`src/rtl/capt_pkg.sv`:
```
package capt_pkg;
  localparam int CNT_W  = 8;
  localparam int SEL_W  = 2;
  localparam int PRE_W  = (1 << SEL_W) - 1;
  localparam int ADDR_W = 3;
  localparam int NCH    = 2;

  localparam logic [ADDR_W-1:0] A_CTRL = 3'd0;
  localparam logic [ADDR_W-1:0] A_STAT = 3'd1;
  localparam logic [ADDR_W-1:0] A_CAPA = 3'd2;
  localparam logic [ADDR_W-1:0] A_CAPB = 3'd3;
  localparam logic [ADDR_W-1:0] A_CNT  = 3'd4;

  typedef struct packed {
    logic [SEL_W-1:0] clkSel;
    logic [NCH-1:0]   riseSel;
    logic [NCH-1:0]   chanEn;
  } dpCtl_t;
endpackage

```
`src/rtl/cap_edge_det.sv`:
```
module cap_edge_det (
  input  logic clk,
  input  logic rstN,
  input  logic pin,
  input  logic riseSel,
  input  logic enable,
  output logic hit
);
  logic syncA, syncB, prevVal;

  always_ff @(posedge clk or negedge rstN) begin
    if (!rstN) begin
      syncA   <= 1'b0;
      syncB   <= 1'b0;
      prevVal <= 1'b0;
    end else begin
      syncA   <= pin;
      syncB   <= syncA;
      prevVal <= syncB;
    end
  end

  always_comb begin
    if (riseSel) hit = enable & syncB & ~prevVal;
    else         hit = enable & ~syncB & prevVal;
  end
endmodule

```
`src/rtl/cap_datapath.sv`:
```
module cap_datapath
  import capt_pkg::*;
(
  input  logic                      clk,
  input  logic                      rstN,
  input  logic [NCH-1:0]            pins,
  input  dpCtl_t                    ctl,
  output logic [CNT_W-1:0]          cnt,
  output logic [NCH-1:0][CNT_W-1:0] capReg,
  output logic [NCH-1:0]            capEvt,
  output logic                      ovfEvt
);
  logic [PRE_W-1:0] presc;
  logic [PRE_W-1:0] divMask;
  logic             tick;

  always_comb begin
    divMask = PRE_W'((1 << ctl.clkSel) - 1);
    tick    = (presc & divMask) == divMask;
    ovfEvt  = tick && (cnt == {CNT_W{1'b1}});
  end

  always_ff @(posedge clk or negedge rstN) begin
    if (!rstN) begin
      presc <= '0;
      cnt   <= '0;
    end else begin
      presc <= presc + 1'b1;
      if (tick) cnt <= cnt + 1'b1;
    end
  end


  wrap_to_zero_chk: assert property (@(posedge clk) disable iff (!rstN)
    $past(ovfEvt) |-> cnt == '0);

  for (genvar g = 0; g < NCH; g++) begin : gChan
    cap_edge_det uEdge (
      .clk     (clk),
      .rstN    (rstN),
      .pin     (pins[g]),
      .riseSel (ctl.riseSel[g]),
      .enable  (ctl.chanEn[g]),
      .hit     (capEvt[g])
    );

    always_ff @(posedge clk or negedge rstN) begin
      if (!rstN)          capReg[g] <= '0;
      else if (capEvt[g]) capReg[g] <= cnt;
    end


    cap_value_chk: assert property (@(posedge clk) disable iff (!rstN)
      $past(capEvt[g]) |-> capReg[g] == $past(cnt));

    cap_hold_chk: assert property (@(posedge clk) disable iff (!rstN)
      (capReg[g] != $past(capReg[g])) |-> $past(capEvt[g]));
  end
endmodule

```
`src/rtl/cap_ctrl.sv`:
```
module cap_ctrl
  import capt_pkg::*;
(
  input  logic                      clk,
  input  logic                      rstN,
  input  logic                      rdEn,
  input  logic                      wrEn,
  input  logic [ADDR_W-1:0]         addr,
  input  logic [CNT_W-1:0]          wrData,
  input  logic                      altMode,
  input  logic                      intMask,
  input  logic [CNT_W-1:0]          cnt,
  input  logic [NCH-1:0][CNT_W-1:0] capReg,
  input  logic [NCH-1:0]            capEvt,
  input  logic                      ovfEvt,
  output dpCtl_t                    dpCtl,
  output logic [CNT_W-1:0]          rdData,
  output logic                      irq
);
  localparam int CTRL_W = NCH + 2 + SEL_W;

  logic [CTRL_W-1:0] ctrlReg;
  logic [NCH-1:0]    flag, armed, capAcc;
  logic              ovfFlag, ovfArmed;
  logic              statRd, cntRd, capIe, ovfIe;

  always_comb begin
    capIe  = ctrlReg[NCH];
    ovfIe  = ctrlReg[NCH+1];
    statRd = rdEn && addr == A_STAT;
    cntRd  = rdEn && addr == A_CNT;
    capAcc[0] = (rdEn || wrEn) && addr == A_CAPA;
    capAcc[1] = (rdEn || wrEn) && addr == A_CAPB;
    dpCtl.clkSel  = ctrlReg[CTRL_W-1 -: SEL_W];
    dpCtl.riseSel = ctrlReg[NCH-1:0];
    dpCtl.chanEn  = {1'b1, ~altMode};
    irq = ~intMask & ((capIe & |flag) | (ovfIe & ovfFlag));
  end

  always_comb begin
    rdData = '0;
    if (rdEn) begin
      case (addr)
        A_CTRL:  rdData = CNT_W'(ctrlReg);
        A_STAT:  rdData = CNT_W'({ovfFlag, flag});
        A_CAPA:  rdData = capReg[0];
        A_CAPB:  rdData = capReg[1];
        A_CNT:   rdData = cnt;
        default: rdData = '0;
      endcase
    end
  end

  always_ff @(posedge clk or negedge rstN) begin
    if (!rstN) ctrlReg <= '0;
    else if (wrEn && addr == A_CTRL) ctrlReg <= wrData[CTRL_W-1:0];
  end

  for (genvar g = 0; g < NCH; g++) begin : gFlag
    always_ff @(posedge clk or negedge rstN) begin
      if (!rstN) begin
        flag[g]  <= 1'b0;
        armed[g] <= 1'b0;
      end else begin
        if (capEvt[g])                  flag[g] <= 1'b1;
        else if (armed[g] && capAcc[g]) flag[g] <= 1'b0;
        if (capAcc[g])                  armed[g] <= 1'b0;
        else if (statRd && flag[g])     armed[g] <= 1'b1;
      end
    end


    flag_clear_chk: assert property (@(posedge clk) disable iff (!rstN)
      $fell(flag[g]) |-> $past(armed[g] && capAcc[g]));

    flag_set_chk: assert property (@(posedge clk) disable iff (!rstN)
      $past(capEvt[g]) |-> flag[g]);
  end

  always_ff @(posedge clk or negedge rstN) begin
    if (!rstN) begin
      ovfFlag  <= 1'b0;
      ovfArmed <= 1'b0;
    end else begin
      if (ovfEvt)                 ovfFlag <= 1'b1;
      else if (ovfArmed && cntRd) ovfFlag <= 1'b0;
      if (cntRd)                  ovfArmed <= 1'b0;
      else if (statRd && ovfFlag) ovfArmed <= 1'b1;
    end
  end


  ovf_clear_chk: assert property (@(posedge clk) disable iff (!rstN)
    $fell(ovfFlag) |-> $past(ovfArmed && cntRd));

  alt_block_chk: assert property (@(posedge clk) disable iff (!rstN)
    $rose(flag[0]) |-> !$past(altMode));

  mask_hold_chk: assert property (@(posedge clk) disable iff (!rstN)
    intMask |-> !irq);
endmodule

```
`src/rtl/dual_capture_timer.sv`:
```
module dual_capture_timer
  import capt_pkg::*;
(
  input  logic              clk,
  input  logic              rstN,
  input  logic              pinA,
  input  logic              pinB,
  input  logic              altMode,
  input  logic              intMask,
  input  logic              rdEn,
  input  logic              wrEn,
  input  logic [ADDR_W-1:0] addr,
  input  logic [CNT_W-1:0]  wrData,
  output logic [CNT_W-1:0]  rdData,
  output logic              timerIrq
);
  dpCtl_t                    dpCtl;
  logic [CNT_W-1:0]          cnt;
  logic [NCH-1:0][CNT_W-1:0] capReg;
  logic [NCH-1:0]            capEvt;
  logic                      ovfEvt;

  cap_datapath uDp (
    .clk    (clk),
    .rstN   (rstN),
    .pins   ({pinB, pinA}),
    .ctl    (dpCtl),
    .cnt    (cnt),
    .capReg (capReg),
    .capEvt (capEvt),
    .ovfEvt (ovfEvt)
  );

  cap_ctrl uCtrl (
    .clk     (clk),
    .rstN    (rstN),
    .rdEn    (rdEn),
    .wrEn    (wrEn),
    .addr    (addr),
    .wrData  (wrData),
    .altMode (altMode),
    .intMask (intMask),
    .cnt     (cnt),
    .capReg  (capReg),
    .capEvt  (capEvt),
    .ovfEvt  (ovfEvt),
    .dpCtl   (dpCtl),
    .rdData  (rdData),
    .irq     (timerIrq)
  );
endmodule

```
`config.mk`:
```
export PLATFORM = sky130hd
export DESIGN_NAME = dual_capture_timer
export DESIGN_NICKNAME = d
export VERILOG_FILES = /design/src/rtl/capt_pkg.sv /design/src/rtl/cap_edge_det.sv /design/src/rtl/cap_datapath.sv /design/src/rtl/cap_ctrl.sv /design/src/rtl/dual_capture_timer.sv
export SDC_FILE = /design/constraint.sdc
export NUM_CORES = 1
export LEC_CHECK = 0
export ABC_AREA = 1
export BUFFER_PORTS_ARGS = -buffer_cell sky130_fd_sc_hd__buf_2
export CORE_UTILIZATION = 42
export DETAILED_ROUTE_END_ITERATION = 12
export PLACE_DENSITY_LB_ADDON = 0.1
export SLEW_MARGIN = 0
export SYNTH_ARGS = -nofsm -noshare
export SYNTH_HDL_FRONTEND = slang
export SYNTH_HIERARCHICAL = 1
export SYNTH_SLANG_ARGS = --single-unit
```
`constraint.sdc`:
```
create_clock -name clk -period 1.4 [get_ports clk]
set_clock_uncertainty 0.15 [all_clocks]
set_input_delay 0.28 -clock clk [delete_from_list [all_inputs] [get_ports clk]]
set_output_delay 0.28 -clock clk [all_outputs]
set_load 0.02 [all_outputs]
```
==> flow_summary.ini <==
[status]
violations = negative setup slack
outcome = complete, but fails checks

[pwr]
ir_drop_v = 0.00102
p_leak_uw = 0.00177
p_per_area_nw_per_um2 = 1410

[timing]
finalHoldViolations = 0
holdWs_ps = 50.4
finalMaxSlewViolations = 0
max_freq_mhz = 611
setup_violations = 29
post-route-min-period_ps = 1640
grt_setup_unrepaired = yes
post-route-period-util = 1.17
fin_ws_ps = -238

[route]
ant_nets = 0
vias_per_cell = 4.85
drt_iter0_drc = 111
vias = 2095
wl_mm = 6.02
dr.pass1.iters = 4
avgRoutedWirePerCell_um = 13.9
drcViolationCount = 0

[yosys]
synthCells = 278
syn_area_um2 = 2390
synthAdderAreaFrac = 0.0105
synth_top_family_by_area = simple AND/OR/NAND/NOR gates
synth.distinct_cells = 31
synth-xor-area-share = 0.0183
avgSynthCellArea_um2 = 8.60
synth_edf_count = 0
synth-simple-area-share = 0.299
ys_seq_elements = 45
muxShareOfSynthArea = 0.0377
ys_warn_count = 6
synthArstFlopShare = 1.00
ys_seq_area_frac = 0.471
synth-main-ff-cell = dfrtp_1
syn-num-nets = 299
synth_compound_area_frac = 0.0550

[placement]
io_buffers = 25
dpl_cell_area_um2 = 2820
finalWeightedCongestion = 0.797
dpl.hpwl_mm = 3.86

[cells_and_area]
finalInstanceArea_um2 = 3580
most-common-layout-cells = nand2_1 (57), dfrtp_1 (44), buf_4 (42)
layout-drive-gt1-share = 0.483
n_antenna_cell = 0
areaGrowthSynthToFinish_pct = 49.7
fin_util = 0.650
layout_commonest_cell = nand2_1
nNetsFinal = 380

[worst_setup_path]
cpMaxStageDelayCell = dfrtp_1
cpPeakStageDelay_ps = 400
path_cells = nand3_1 > nand3_2 > nor2_4 > nor2_2 > buf_6
path_buf_inv = 1
r2r_start = uCtrl/ctrlReg[0]
reg2reg_slack_ps = -160
rr_endpoint = uDp/capReg[3]
crit_family = flip-flops
crit_fanout = 2
reg2reg_depth = 6
arrival_ps = 1210
crit_path_end_kind = output port
worstSetupPathType = reg2out
required_ps = 970
crit_path_start_kind = flip-flop

[floorplanning]
ioPinCount = 28
die_h_um = 77.4
start_util = 0.434
fp-row-count = 27
core-area_um2 = 5510
die-width_um = 77.4
dieArea_um2 = 6000

[clock_tree]
root_buffer = clkbuf_8
numCtsBuffers = 5
clockBufferDepth = 2
clock_sinks = 45
clkTransAtPathRegs_ps = 90
cts_tree = built
htreeDepth = 2
clk_latency_ps = 300

[grt]
grt_max_degree = 19
use_met1 = 0.284
globalRouteTotalUtil = 0.210
grt_pass1_wl_mm = 9.66
antenna_found_initial = 0
grt_use_met2 = 0.328
grt_pass1_vias = 2014
grt_most_used_layer = met2
use_met3 = 0.0388
grt_overflow = 0

[worst_hold_path]
whs_path_depth = 3
hold-path-endpoint = uCtrl/ctrlReg[3]
hold_path.class = in2reg
min_from = wrData[3]

[job]
cap_violations = 0
==> metrics by stage <==
step	total power [uW]	cells	setup slack [ps]	setup TNS, ps
6_report	5030	432	-238	-3310
5_1_grt	5340	432	-295	-5390
4_1_cts	4550	419	-251	-2130
3_5_place_dp	3260	391	-315	-2510
3_3_place_gp	3240	391	-316	-2370
2_1_floorplan	2770	278	-53.4	-355
==> report_power, final <==
| group | switching, uW | total, uW | leakage, uW | internal, uW |
|---|---|---|---|---|
| Sequential | 248 | 1900 | 0.000553 | 1660 |
| Clock | 450 | 986 | 0.0000554 | 536 |
| Combinational | 994 | 2140 | 0.00117 | 1140 |
| Total | 1690 | 5030 | 0.00177 | 3340 |
==> layout make-up <==
type	instances	area, um^2
fillers	458	1930
multi-input cells	184	1280
flip-flops and latches	45	1130
repair buffers	86	803
inverters	37	161
well taps	72	90.1
clock buffers	6	72.6
clock inverters	2	38.8
==> metal layers <==
layer  routed length, um  share of wire  vias up
met1                2790           0.46      997
met2                2920           0.48       50
li1                    -              -     1036
met4                 112          0.019        0
met3                 197          0.033       12
met5                   0              0        -
==> how the worst max path moves through the flow <==
stage / endpoint / start / cells after the start / slack, ps
after floorplan: rdData[4] / addr[0] / 8 / -50
after global placement: rdData[4] / addr[1] / 6 / -320
after detailed placement: rdData[3] / addr[1] / 6 / -320
after CTS: rdData[2] / uCtrl/ctrlReg[2] / 5 / -250
after global routing: rdData[0] / uCtrl/ctrlReg[0] / 5 / -300
final: rdData[2] / uCtrl/ovfFlag / 5 / -240
==> kinds of logic after synthesis <==
| group | Yosys count |
|---|---|
| muxes | 8 |
| DFF | 45 |
| AOI/OAI and AO/OA | 25 |
| adders and majority gates | 2 |
| xor gates and xnor gates | 5 |
| buffers and inverters | 50 |
| other | 1 |
| and+or+nand+nor | 142 |
==> worst reg2reg max path, delay by kind of cell, from the launching register on <==
family	cells	cell delay [ps]
flip-flops	1	400
multiplexers	1	320
AND/OR/NAND/NOR	2	290
buffers and inverters	3	280
==> what timing repair did <==
action                                 in CTS  in global routing
endpoints found under the hold margin      33                  0
pin swaps                                  25                 30
buffers inserted                           16                 11
gates resized for setup                    40                 62
setup endpoints to repair                   9                 32
cloned                                      1                  2
hold buffers                                3                  0
==> state kept, by name, indices dropped and copies added (netlist names) <==
signal / cells
uCtrl/armed: 2
uCtrl/ctrlReg: 6
uCtrl/flag: 2
uCtrl/ovfArmed: 1
uCtrl/ovfFlag: 1
uDp/capReg: 16
uDp/cnt: 8
uDp/gChan.uEdge/prevVal: 2
uDp/gChan.uEdge/syncA: 2
uDp/gChan.uEdge/syncB: 2
uDp/presc: 3
==> cells in the mapped netlist, types with 3 or more instances <==
library cell / count / area share
mux2_2: 8 / 0.038
inv_1: 31 / 0.049
nand2_4: 3 / 0.014
o21ai_0: 7 / 0.015
buf_6: 3 / 0.014
o21ai_1: 3 / 0.0063
a21oi_1: 13 / 0.027
nand2_1: 62 / 0.097
nand4_1: 10 / 0.026
nor2_2: 3 / 0.0079
buf_4: 5 / 0.016
xor2_1: 3 / 0.011
buf_2: 3 / 0.0063
dfrtp_1: 45 / 0.47
nor2_1: 27 / 0.042
nand3_1: 25 / 0.052
inv_2: 4 / 0.0063
nand2_2: 4 / 0.010
Power figures use the tool's default switching activity.
